==> src/rtl/extint_pkg.sv <==
package extint_pkg;
  localparam int unsigned PIN_CNT = 4;
  localparam int unsigned SENSE_W = 2;
  localparam int unsigned REG_W   = PIN_CNT * SENSE_W;
  localparam int unsigned ADDR_W  = 2;
  localparam int unsigned IDX_W   = $clog2(PIN_CNT);

  typedef enum logic [SENSE_W-1:0] {
    SENSE_LOW  = 2'b00,
    SENSE_ANY  = 2'b01,
    SENSE_FALL = 2'b10,
    SENSE_RISE = 2'b11
  } sense_e;

  typedef enum logic [ADDR_W-1:0] {
    ADDR_SENSE = 2'd0,
    ADDR_MASK  = 2'd1,
    ADDR_FLAG  = 2'd2,
    ADDR_NONE  = 2'd3
  } addr_e;

  typedef struct packed {
    logic               wrSense;
    logic               wrMask;
    logic [PIN_CNT-1:0] clrFlag;
  } strobe_t;
endpackage

==> src/rtl/extint_control.sv <==
module extint_control
  import extint_pkg::*;
(
  input  logic              wrEn,
  input  logic [ADDR_W-1:0] addr,
  input  logic [REG_W-1:0]  wrData,
  input  logic              ackValid,
  input  logic [IDX_W-1:0]  ackIdx,
  output strobe_t           strobe
);
  // Software clears and the hardware acknowledge share one clear vector.
  always_comb begin
    strobe = '0;
    if (wrEn) begin
      case (addr_e'(addr))
        ADDR_SENSE: strobe.wrSense = 1'b1;
        ADDR_MASK:  strobe.wrMask  = 1'b1;
        ADDR_FLAG:  strobe.clrFlag = wrData[PIN_CNT-1:0];
        default:    ;
      endcase
    end
    if (ackValid) strobe.clrFlag[ackIdx] = 1'b1;
  end
endmodule

==> src/rtl/extint_datapath.sv <==
module extint_datapath
  import extint_pkg::*;
#(
  parameter int unsigned SYNC_STAGES = 2
) (
  input  logic               clk,
  input  logic               rstN,
  input  logic [PIN_CNT-1:0] pinIn,
  input  logic               globalEn,
  input  strobe_t            strobe,
  input  logic [REG_W-1:0]   wrData,
  output logic [REG_W-1:0]   senseQ,
  output logic [PIN_CNT-1:0] maskQ,
  output logic [PIN_CNT-1:0] flagQ,
  output logic [PIN_CNT-1:0] edgeEvt,
  output logic [PIN_CNT-1:0] irqReq
);
  always_ff @(posedge clk) begin
    if (!rstN) begin
      senseQ <= '0;
      maskQ  <= '0;
    end else begin
      if (strobe.wrSense) senseQ <= wrData;
      if (strobe.wrMask)  maskQ  <= wrData[PIN_CNT-1:0];
    end
  end

  for (genvar g = 0; g < PIN_CNT; g++) begin : gPin
    logic [SYNC_STAGES-1:0] syncQ;
    logic                   prevQ;
    logic                   cur;
    logic                   rise;
    logic                   fall;
    logic                   pending;
    sense_e                 mode;

    // Pins idle high, so the chain resets to 1 and no edge appears after reset.
    always_ff @(posedge clk) begin
      if (!rstN) begin
        syncQ <= '1;
        prevQ <= 1'b1;
      end else begin
        syncQ <= {syncQ[SYNC_STAGES-2:0], pinIn[g]};
        prevQ <= syncQ[SYNC_STAGES-1];
      end
    end

    assign cur  = syncQ[SYNC_STAGES-1];
    assign rise = cur & ~prevQ;
    assign fall = ~cur & prevQ;
    assign mode = sense_e'(senseQ[g*SENSE_W +: SENSE_W]);

    always_comb begin
      case (mode)
        SENSE_ANY:  edgeEvt[g] = rise | fall;
        SENSE_FALL: edgeEvt[g] = fall;
        SENSE_RISE: edgeEvt[g] = rise;
        default:    edgeEvt[g] = 1'b0;
      endcase
    end

    // A new event wins over a clear in the same cycle.
    always_ff @(posedge clk) begin
      if (!rstN)                  flagQ[g] <= 1'b0;
      else if (edgeEvt[g])        flagQ[g] <= 1'b1;
      else if (strobe.clrFlag[g]) flagQ[g] <= 1'b0;
    end

    assign pending   = (mode == SENSE_LOW) ? ~cur : flagQ[g];
    assign irqReq[g] = pending & maskQ[g] & globalEn;
  end
endmodule

==> src/rtl/extint_ctrl.sv <==
module extint_ctrl
  import extint_pkg::*;
#(
  parameter int unsigned SYNC_STAGES = 2
) (
  input  logic               clk,
  input  logic               rstN,
  input  logic [PIN_CNT-1:0] pinIn,
  input  logic               globalEn,
  input  logic               wrEn,
  input  logic [ADDR_W-1:0]  addr,
  input  logic [REG_W-1:0]   wrData,
  output logic [REG_W-1:0]   rdData,
  input  logic               ackValid,
  input  logic [IDX_W-1:0]   ackIdx,
  output logic [PIN_CNT-1:0] irqReq
);
  strobe_t            strobe;
  logic [REG_W-1:0]   senseQ;
  logic [PIN_CNT-1:0] maskQ;
  logic [PIN_CNT-1:0] flagQ;
  logic [PIN_CNT-1:0] edgeEvt;

  extint_control uCtl (
    .wrEn    (wrEn),
    .addr    (addr),
    .wrData  (wrData),
    .ackValid(ackValid),
    .ackIdx  (ackIdx),
    .strobe  (strobe)
  );

  extint_datapath #(.SYNC_STAGES(SYNC_STAGES)) uDp (
    .clk     (clk),
    .rstN    (rstN),
    .pinIn   (pinIn),
    .globalEn(globalEn),
    .strobe  (strobe),
    .wrData  (wrData),
    .senseQ  (senseQ),
    .maskQ   (maskQ),
    .flagQ   (flagQ),
    .edgeEvt (edgeEvt),
    .irqReq  (irqReq)
  );

  always_comb begin
    case (addr_e'(addr))
      ADDR_SENSE: rdData = senseQ;
      ADDR_MASK:  rdData = REG_W'(maskQ);
      ADDR_FLAG:  rdData = REG_W'(flagQ);
      default:    rdData = '0;
    endcase
  end
endmodule

==> config.mk <==
export PLATFORM = sky130hd
export DESIGN_NAME = extint_ctrl
export DESIGN_NICKNAME = d
export VERILOG_FILES = /design/src/rtl/extint_pkg.sv /design/src/rtl/extint_control.sv /design/src/rtl/extint_datapath.sv /design/src/rtl/extint_ctrl.sv
export SDC_FILE = /design/constraint.sdc
export NUM_CORES = 1
export LEC_CHECK = 0
export ABC_AREA = 1
export BUFFER_PORTS_ARGS = -buffer_cell sky130_fd_sc_hd__buf_2
export CAP_MARGIN = 20
export CORE_MARGIN = 3
export CORE_UTILIZATION = 40
export CTS_BUF_LIST = sky130_fd_sc_hd__clkbuf_8
export DETAILED_ROUTE_END_ITERATION = 10
export PLACE_DENSITY = 0.74
export SYNTH_ARGS = -nofsm -noshare
export SYNTH_HDL_FRONTEND = slang
export SYNTH_SLANG_ARGS = --single-unit
==> constraint.sdc <==
create_clock -name clk -period 1 [get_ports clk]
set_input_delay 0.2 -clock clk [delete_from_list [all_inputs] [get_ports clk]]
set_output_delay 0.2 -clock clk [all_outputs]
set_load 0.01 [all_outputs]
==> results.py, run 1 <==
metrics = {
    "setup_path": {
        "max_stage_delay_ps": 370,
        "cp_max_fo": 2,
        "reg2reg_from": "uDp.gPin[1].syncQ[1]",
        "worstPathCellList": "buf_6, nand2_2, o211ai_1, buf_2",
        "endpoint_kind": "primary output",
        "critPathRequiredTime_ps": 800,
        "cp-startpoint": "uDp.senseQ[3]",
        "rrSetupSlack_ps": -120,
        "startpoint_type": "flop",
        "worstPathArrival_ps": 1140,
        "critPathKind": "reg -> out",
        "r2r-end": "uDp.flagQ[1]",
        "cp_slowest_cell": "dfxtp_4",
        "worst_r2r_path_depth": 7,
    },
    "sta": {
        "rsz0062_at_grt": "true",
        "hold_violations": 0,
        "slew_violations": 0,
        "fin_ws_ps": -336,
        "period_minus_slack_ps": 1340,
        "fin_skew_ps": 1.76,
        "fmax_mhz": 749,
        "whs_ps": 95.8,
        "period_share_pct": 134,
        "fin_tns_setup_ps": -3280,
        "tightest_slew_ps": 316,
        "setup_viol": 16,
        "max_slew_margin_pct": 78.9,
    },
    "global_route": {
        "grt_util_all_layers_pct": 19.9,
        "grt_start_max_net_pins": 17,
        "antenna_found_initial": 0,
        "grt_pass1_wl_microns": 6460,
        "grt-ovfl-total": 0,
        "grt_pass1_vias": 1445,
    },
    "power": {
        "power.leakage_nw": 0.984,
        "finalPower_w": 0.00256,
        "power_density_nw_per_um2": 1180,
        "vdd_drop_max_mv": 0.839,
    },
    "detailed_routing": {
        "num_vias": 1517,
        "totalWireLength_microns": 4290,
        "drc": 0,
        "wl_per_cell_microns": 14.5,
        "antenna_left": 0,
        "vias_per_cell": 5.13,
        "dr.pass1.iters": 4,
        "initialDrtViolationCount": 95,
    },
    "logic_synthesis": {
        "synth-seq-cells": 28,
        "synth_area_sq_um": 1380,
        "synthDistinctLibCells": 16,
        "ys_seq_area_share_pct": 40.8,
        "syn-num-nets": 219,
        "syn_area_per_cell_sq_um": 7.24,
        "synthesis.instances": 190,
        "ys_warn_count": 0,
    },
    "finish": {
        "fillCellCount": 247,
        "layout_common_cells": "30 x nand2_1, 27 x buf_2, 20 x buf_4, 17 x inv_2, 17 x inv_1",
        "drive_above_1_share_pct": 58.7,
        "final_common_cell": "nand2_1",
        "multiInputGateArea_sq_um": 865,
        "stdcell_area_sq_um": 2170,
        "antenna_cells": 0,
        "ff_latch_area_sq_um": 598,
        "fin_nets": 282,
        "syn2layout_area_growth_pct": 57.5,
    },
    "place": {
        "placed_area_sq_um": 1710,
        "post-dp-hpwl_microns": 2480,
        "pre_cts_slack_ps": -139,
        "gp_congestion": 0.851,
        "portBuffers": 32,
    },
    "floorplan": {
        "die-area_sq_um": 4180,
        "dieWidth_microns": 64.6,
        "die_h_microns": 64.6,
        "io_pins": 33,
        "start_util_pct": 43.6,
        "core.rowCount": 20,
        "core_area_sq_um": 3150,
    },
    "clocking": {
        "cts_root_buf": "clkbuf_8",
        "clock_sinks": 28,
        "clkLatencyLatePin_ps": 280,
        "cts.path.max_buffers": 2,
        "cts_tree": "yes",
        "htree_levels": 1,
        "clkSlewWorstSetupHoldPaths_ps": 100,
        "numCtsBuffers": 3,
    },
    "job": {
        "cap_violations": 0,
    },
    "min_path": {
        "hp-start": "pinIn[3]",
        "min_to": "uDp.gPin[3].syncQ[0]",
        "holdPathStages": 2,
        "hp-class": "in -> reg",
    },
    "status": {
        "outcome": "finished, violations left",
        "violations": "negative setup slack",
    },
}
## synthesized netlist by cell type
cell	count	share of area, %
nand2_1	33	9.0
a21oi_1	18	6.6
nand2_4	1	0.82
nor3_1	6	2.2
or2_2	11	5.0
buf_6	1	0.82
nor2_1	11	3.0
inv_1	35	9.6
nand3_1	19	6.9
ha_1	8	7.3
a211oi_1	1	0.55
dfxtp_1	28	41
clkbuf_1	2	0.55
o21ai_0	11	4.0
o211ai_1	4	2.2
nor2_4	1	0.82
## per-stage QoR
stage | utilization, % | cells
floorplan | - | 190
global placement | 54.2 | 277
detailed placement | 54.2 | 277
CTS | 61.9 | 290
global route | 68.7 | 296
finish | 68.7 | 296
## worst max path at each step
stage                   end  depth (start not counted)
2_1_floorplan  uDp.flagQ[0]                          7
3_3_place_gp      rdData[3]                          7
3_5_place_dp      rdData[3]                          7
4_1_cts           irqReq[1]                          4
5_1_grt           irqReq[1]                          4
6_report          rdData[3]                          4
## power breakdown
| group | switching (W) | internal [W] | leakage (nW) | total, W |
|---|---|---|---|---|
| Clock | 0.000365 | 0.000537 | 0.0357 | 0.000901 |
| Combinational | 0.000236 | 0.000221 | 0.716 | 0.000457 |
| Sequential | 0.0000429 | 0.00116 | 0.232 | 0.00120 |
| Total | 0.000644 | 0.00192 | 0.984 | 0.00256 |
## cell type report
| class | count | share of cell area (%) |
|---|---|---|
| Inverter | 35 | 6.18 |
| Clock buffer | 3 | 1.91 |
| Clock inverter | 1 | 1.39 |
| Multi-Input combinational cell | 124 | 39.9 |
| Timing Repair Buffer | 61 | 20.5 |
| Tap cell | 44 | 2.54 |
| Sequential cell | 28 | 27.6 |
## critical path, delay by kind of cell (launching register included)
kind / cells / cell delay, ps
and+or+nand+nor: 1 / 60
DFF: 1 / 370
AOI/OAI and AO/OA: 1 / 140
buffers and inverters: 2 / 290
## cells by family (layout without fill, tap and decap cells)
kind of cell	Yosys count	count (layout)	share of synthesized area, %
AND/OR/NAND/NOR	82	82	27.8
buffers and inverters	38	100	10.9
AO/OA/AOI/OAI	34	34	13.3
flip-flops	28	28	40.8
adder cells (fa/ha/maj)	8	8	7.28
## per-layer routing
layer	routed length, microns	track usage, %	share of wire [%]	vias up
met4	105	8.97	2.4	0
met2	2160	33.9	50	59
met3	229	2.95	5.3	9
met5	0	0	0	-
li1	-	-	-	728
met1	1800	24.7	42	721
## sequential cells by signal, indices dropped and copies added, names as in the netlist
name            count
uDp.flagQ           4
uDp.maskQ           4
uDp.senseQ          8
uDp.gPin.syncQ      8
uDp.gPin.prevQ      4
## what timing repair did
item / CTS / global route
setup endpoints to repair: 16 / 16
buffers inserted: 9 / 7
hold endpoints to repair: 0 / 0
resized for setup: 49 / 41
gates cloned: 0 / 0
pin swaps: 24 / 14
hold buffers: 0 / 0
(Power assumes the default switching activity.)
==> run 2: changes to the inputs <==
--- a/config.mk
+++ b/config.mk
@@ -5,14 +5,14 @@
 export SDC_FILE = /design/constraint.sdc
 export NUM_CORES = 1
 export LEC_CHECK = 0
-export ABC_AREA = 1
+export ABC_AREA = 0
 export BUFFER_PORTS_ARGS = -buffer_cell sky130_fd_sc_hd__buf_2
 export CAP_MARGIN = 20
 export CORE_MARGIN = 3
 export CORE_UTILIZATION = 40
 export CTS_BUF_LIST = sky130_fd_sc_hd__clkbuf_8
 export DETAILED_ROUTE_END_ITERATION = 10
-export PLACE_DENSITY = 0.74
+export PLACE_DENSITY = 0.72
 export SYNTH_ARGS = -nofsm -noshare
 export SYNTH_HDL_FRONTEND = slang
 export SYNTH_SLANG_ARGS = --single-unit
==> constraint.sdc (replaced) <==
create_clock -name clk -period 1.6 [get_ports clk]
set_input_delay 0.32 -clock clk [delete_from_list [all_inputs] [get_ports clk]]
set_output_delay 0.32 -clock clk [all_outputs]
set_load 0.01 [all_outputs]
==> run 2 against run 1 <==
Effect of this change: the run now ends clean; flip-flop and latch count did not move; die area fell by 0.99%; cell count fell by 22%; critical path depth did not move; routed wire length fell by 31%; utilization fell by 16 points; clock skew rose by 2.6 ps; total power fell by 51%; synthesized area fell by 1.1%; critical path type unchanged; largest power group unchanged.
==> results.py, run 2 <==
metrics = {
    "logic_synthesis": {
        "ys.flop_type": "dfxtp_1",
        "synth_edf_count": 0,
        "synth_area_leader_cell": "dfxtp_1",
        "yosysMostFrequentCell": "dfxtp_1",
        "synth_area_sq_um": 1360,
        "ys_warn_count": 0,
        "synthTopCellsByArea": "dfxtp_1 41%, mux2i_1 12%, ha_1 7.4%",
        "synthDistinctLibCells": 22,
        "syn-num-nets": 183,
        "synth-async-reset-ratio_pct": 0,
        "synthesis.instances": 154,
        "syn_area_per_cell_sq_um": 8.83,
        "ys_seq_area_share_pct": 41.2,
        "ys_top_cells_by_count": "28 x dfxtp_1, 24 x nor2_1, 16 x mux2i_1",
        "synth_top_area_share_pct": 41.2,
        "synth-seq-cells": 28,
    },
    "finish": {
        "fin_nets": 218,
        "drive_above_1_share_pct": 26.7,
        "antenna_cells": 0,
        "stdcell_count": 231,
        "stdcell_area_sq_um": 1650,
        "multiInputGateArea_sq_um": 768,
        "layout_common_cells": "32 x buf_2, 25 x dfxtp_1, 20 x nor2_1, 16 x mux2i_1, 14 x nand2_1",
        "ff_latch_area_sq_um": 567,
        "syn2layout_area_growth_pct": 21.4,
        "fillCellCount": 323,
        "reg_top3": "uDp.gPin.syncQ x8, uDp.senseQ x8",
        "final_common_cell": "buf_2",
    },
    "sta": {
        "period_share_pct": 95.9,
        "fin_skew_ps": 4.40,
        "period_minus_slack_ps": 1530,
        "slew_violations": 0,
        "fin_ws_ps": 65.6,
        "fmax_mhz": 652,
        "max_slew_margin_pct": 65.0,
        "tightest_slew_ps": 525,
        "hold_violations": 0,
        "fin_tns_setup_ps": 0,
        "setup_viol": 0,
    },
    "detailed_routing": {
        "drc": 0,
        "num_vias": 1154,
        "totalWireLength_microns": 2960,
        "antenna_left": 0,
        "wl_per_cell_microns": 12.8,
        "dr.pass1.iters": 4,
        "initialDrtViolationCount": 57,
        "vias_per_cell": 5.00,
    },
    "setup_path": {
        "startpoint_type": "flop",
        "worstPathCellList": "nor2_2, nor2_1, a211oi_2, buf_2",
        "critPathKind": "reg -> out",
        "endpoint_kind": "primary output",
        "max_stage_delay_ps": 360,
        "cp_slowest_cell": "dfxtp_1",
        "cp_max_fo": 5,
        "path_buf_inv": 1,
        "worstPathArrival_ps": 1210,
        "cp_top_family": "flip-flops",
        "critPathRequiredTime_ps": 1280,
    },
    "power": {
        "power_density_nw_per_um2": 762,
        "vdd_drop_max_mv": 0.557,
        "switchingPower_w": 0.000303,
        "power.leakage_nw": 0.780,
        "intPower_w": 0.000955,
        "netSwitchingFraction_pct": 24.1,
        "p_comb_share_pct": 11.5,
        "seqPwrFrac_pct": 58.9,
        "p_clk_share_pct": 29.6,
    },
    "min_path": {
        "hp-class": "in -> reg",
    },
    "job": {
        "cap_violations": 0,
    },
    "place": {
        "placed_area_sq_um": 1570,
        "pre_cts_slack_ps": 154,
        "dp.cells": 228,
        "portBuffers": 32,
        "gp_congestion": 0.840,
        "post-dp-hpwl_microns": 2210,
    },
    "clocking": {
        "clkSlewWorstSetupHoldPaths_ps": 90,
        "post_cts_buffers": 0,
        "hold_buffers": 0,
        "cts_tree": "yes",
        "clock_sinks": 28,
        "numCtsBuffers": 3,
        "cts_root_buf": "clkbuf_8",
        "htree_levels": 1,
        "clkLatencyLatePin_ps": 270,
        "cts.path.max_buffers": 2,
    },
    "global_route": {
        "grt_start_max_net_pins": 17,
        "grt_pass1_vias": 1134,
        "grt_util_all_layers_pct": 15.3,
        "grt-ovfl-total": 0,
        "antenna_found_initial": 0,
        "grt_pass1_wl_microns": 4990,
    },
    "floorplan": {
        "core.rowCount": 20,
        "die_h_microns": 64.3,
        "start_util_pct": 43.1,
        "core_area_sq_um": 3150,
        "die-area_sq_um": 4140,
        "io_pins": 33,
        "dieWidth_microns": 64.3,
    },
    "status": {
        "outcome": "finished, final reports clean",
    },
}
## run 2: changes by cell type after synthesis, moves of 13 or more
cell | before | now
nand3_1 | 19 | 3
mux2i_1 | 0 | 16
nand2_1 | 33 | 14
nor2_1 | 11 | 24
a21oi_1 | 18 | 0
inv_1 | 35 | 10
## run 2: worst paths after layout
check	startpoint	end	slack (ps)	cells after the start
setup / recovery	uDp.senseQ[6]	irqReq[3]	70	4
hold / removal	pinIn[2]	uDp.gPin[2].syncQ[0]	220	2
setup reg to reg	uDp.gPin[0].prevQ	uDp.flagQ[0]	540	5
hold reg to reg	uDp.gPin[0].syncQ[0]	uDp.gPin[0].syncQ[1]	410	1
## run 2: power by group through the flow
stage,Combinational [W],Sequential [W],Clock (W)
2_1_floorplan,0.0000849,0.000750,0
3_3_place_gp,0.000135,0.000754,0
3_5_place_dp,0.000139,0.000756,0
4_1_cts,0.000142,0.000740,0.000386
5_1_grt,0.000162,0.000746,0.000401
6_report,0.000145,0.000741,0.000372
## run 2: worst register-to-register path, cell delays in order, from the launching register on
cell,delay (ps)
dfxtp_1,340
inv_1,50
ha_1,270
nor2_1,30
o21ai_0,150
a31oi_1,90
## run 2: per-stage QoR
step	total power, W	hold WS (ps)	util, %
after floorplan	0.000834	386	-
after global placement	0.000889	389	49.8
after detailed placement	0.000895	397	49.8
after CTS	0.00127	219	51.5
after global routing	0.00131	230	52.4
final	0.00126	220	52.4
## run 2: final cells by class
type	instances	share of cell area, %
clock buffer	3	2.50
inverter	10	2.27
multi-input combinational	111	46.5
sequential	28	34.3
tap	44	3.33
timing repair buffer	35	11.1
## run 2: repair_timing
action                                  in CTS  in global routing
gates resized for setup                      3                 10
hold endpoints to repair                     0                  0
endpoints found under the setup margin       2                  4
pin swaps                                    0                  4
cloned                                       0                  0
## run 2: kinds of logic (layout without fill, tap and decap cells)
kind of cell,after synthesis,count (layout),share of synthesized area (%)
and+or+nand+nor,69,69,26.4
DFF,28,28,41.2
AOI/OAI and AO/OA,18,18,8.37
muxes,16,16,11.8
buffers and inverters,15,48,4.88
adders and majority gates,8,8,7.36
## run 2: layer usage
metal | track usage, % | routed length, microns
met1 | 17.0 | 1240
met2 | 28.2 | 1490
met3 | 2.99 | 171
met4 | 6.33 | 55
met5 | 0 | 0
==> run 3: changes to the inputs <==
--- a/config.mk
+++ b/config.mk
@@ -12,7 +12,7 @@
 export CORE_UTILIZATION = 40
 export CTS_BUF_LIST = sky130_fd_sc_hd__clkbuf_8
 export DETAILED_ROUTE_END_ITERATION = 10
-export PLACE_DENSITY = 0.72
+export PLACE_DENSITY_LB_ADDON = 0.05
 export SYNTH_ARGS = -nofsm -noshare
 export SYNTH_HDL_FRONTEND = slang
 export SYNTH_SLANG_ARGS = --single-unit
==> run 3 against run 2 <==
Effect of this change: combinational power is 3% lower; total power is 15% higher; die area stayed put.
==> results.py, run 3 (synthesis results as in run 2) <==
metrics = {
    "status": {
        "outcome": "finished, final reports clean",
    },
    "power": {
        "power.leakage_nw": 0.789,
        "vdd_drop_max_mv": 0.503,
        "power_density_nw_per_um2": 865,
        "finalPower_w": 0.00145,
    },
    "floorplan": {
        "io_pins": 33,
        "start_util_pct": 43.1,
        "core_area_sq_um": 3150,
        "die_h_microns": 64.3,
        "core.rowCount": 20,
        "die-area_sq_um": 4140,
        "dieWidth_microns": 64.3,
    },
    "finish": {
        "reg_top3": "uDp.gPin.syncQ x8, uDp.senseQ x8",
        "utilization_pct": 53.0,
        "antenna_cells": 0,
        "layout_common_cells": "32 x buf_2, 22 x dfxtp_1, 20 x nor2_1, 16 x mux2i_1, 14 x nand2_1",
        "fin_nets": 217,
        "final_common_cell": "buf_2",
        "fillCellCount": 334,
        "syn2layout_area_growth_pct": 22.8,
        "ff_latch_area_sq_um": 568,
        "drive_above_1_share_pct": 28.3,
        "multiInputGateArea_sq_um": 763,
    },
    "setup_path": {
        "cp_slowest_cell": "dfxtp_2",
        "worstPathCellList": "nor2_2, nor2_1, a211oi_2, buf_2",
        "worst_r2r_path_depth": 5,
        "startpoint_type": "flop",
        "max_stage_delay_ps": 360,
        "critPathRequiredTime_ps": 1280,
        "worstPathArrival_ps": 1200,
        "critPathKind": "reg -> out",
        "cp_max_fo": 5,
        "endpoint_kind": "primary output",
    },
    "min_path": {
        "hp-class": "in -> reg",
        "holdPathStages": 2,
    },
    "detailed_routing": {
        "dr.pass1.iters": 4,
        "antenna_left": 0,
        "initialDrtViolationCount": 62,
        "totalWireLength_microns": 2900,
        "drc": 0,
        "wl_per_cell_microns": 12.5,
        "num_vias": 1143,
        "vias_per_cell": 4.95,
    },
    "clocking": {
        "clock_sinks": 28,
        "clkSlewWorstSetupHoldPaths_ps": 100,
        "hold_buffers": 0,
        "cts_tree": "yes",
        "cts_resized": 0,
        "cts_root_buf": "clkbuf_8",
        "numCtsBuffers": 3,
        "cts.path.max_buffers": 2,
        "clkLatencyLatePin_ps": 280,
        "post_cts_buffers": 0,
        "htree_levels": 1,
    },
    "sta": {
        "fin_ws_ps": 80.6,
        "tightest_slew_ps": 512,
        "slew_violations": 0,
        "max_slew_margin_pct": 65.8,
        "period_minus_slack_ps": 1520,
        "hold_violations": 0,
        "fin_skew_ps": 1.86,
        "period_share_pct": 95.0,
        "fmax_mhz": 658,
        "setup_viol": 0,
        "whs_ps": 215,
    },
    "global_route": {
        "use_met3_pct": 3.16,
        "grt_pass1_vias": 1114,
        "antenna_found_initial": 0,
        "grt_use_met2_pct": 24.5,
        "grt_pass1_wl_microns": 4920,
        "grt_start_max_net_pins": 17,
        "grt_util_all_layers_pct": 15.0,
        "grt.busiest_layer": "met2",
        "gr-usage-met1_pct": 19.3,
        "grt-ovfl-total": 0,
    },
    "place": {
        "gp_congestion": 0.765,
        "post-dp-hpwl_microns": 2220,
        "portBuffers": 32,
        "pre_cts_slack_ps": 175,
    },
    "job": {
        "cap_violations": 0,
    },
}
## run 3: power by group
group	switching, W	internal (W)	total, W
clock	0.000227	0.000335	0.000562
sequential	0.0000211	0.000722	0.000743
combinational	0.0000757	0.0000648	0.000141
total	0.000324	0.00112	0.00145
## run 3: through the flow
step / instances / TNS, ps / instance area, sq um
after floorplan: 154 / 0 / 1360
after global placement: 227 / 0 / 1560
after detailed placement: 227 / 0 / 1560
after CTS: 231 / 0 / 1630
after global routing: 231 / -7.22 / 1670
final: 231 / 0 / 1670
## run 3: cell type report
type / instances / share of cell area (%)
clock buffers: 3 / 2.47
inverters: 10 / 2.25
flip-flops and latches: 28 / 34.0
repair buffers: 34 / 10.5
well taps: 44 / 3.30
clock inverters: 1 / 1.80
multi-input cells: 111 / 45.7
## run 3: worst max-delay path: cells and delay by family, from the launching register on
family                 cells  cell delay, ps
buffers and inverters      1             160
and+or+nand+nor            2             200
DFF                        1             360
AOI/OAI and AO/OA          1             200
## run 3: metal layers
metal	share of wire, %	routed length, microns	vias up
met4	1.2	35	0
met5	0	0	-
met1	49	1410	532
li1	-	-	584
met2	45	1320	23
met3	4.8	139	4
## run 3: worst paths after layout
| kind | endpoint | startpoint | slack (ps) |
|---|---|---|---|
| hold reg to reg | uDp.gPin[2].syncQ[1] | uDp.gPin[2].syncQ[0] | 420 |
| setup reg to reg | uDp.flagQ[1] | uDp.gPin[1].prevQ | 520 |
| setup / recovery | irqReq[2] | uDp.senseQ[4] | 80 |
| hold / removal | uDp.gPin[0].syncQ[0] | pinIn[0] | 210 |
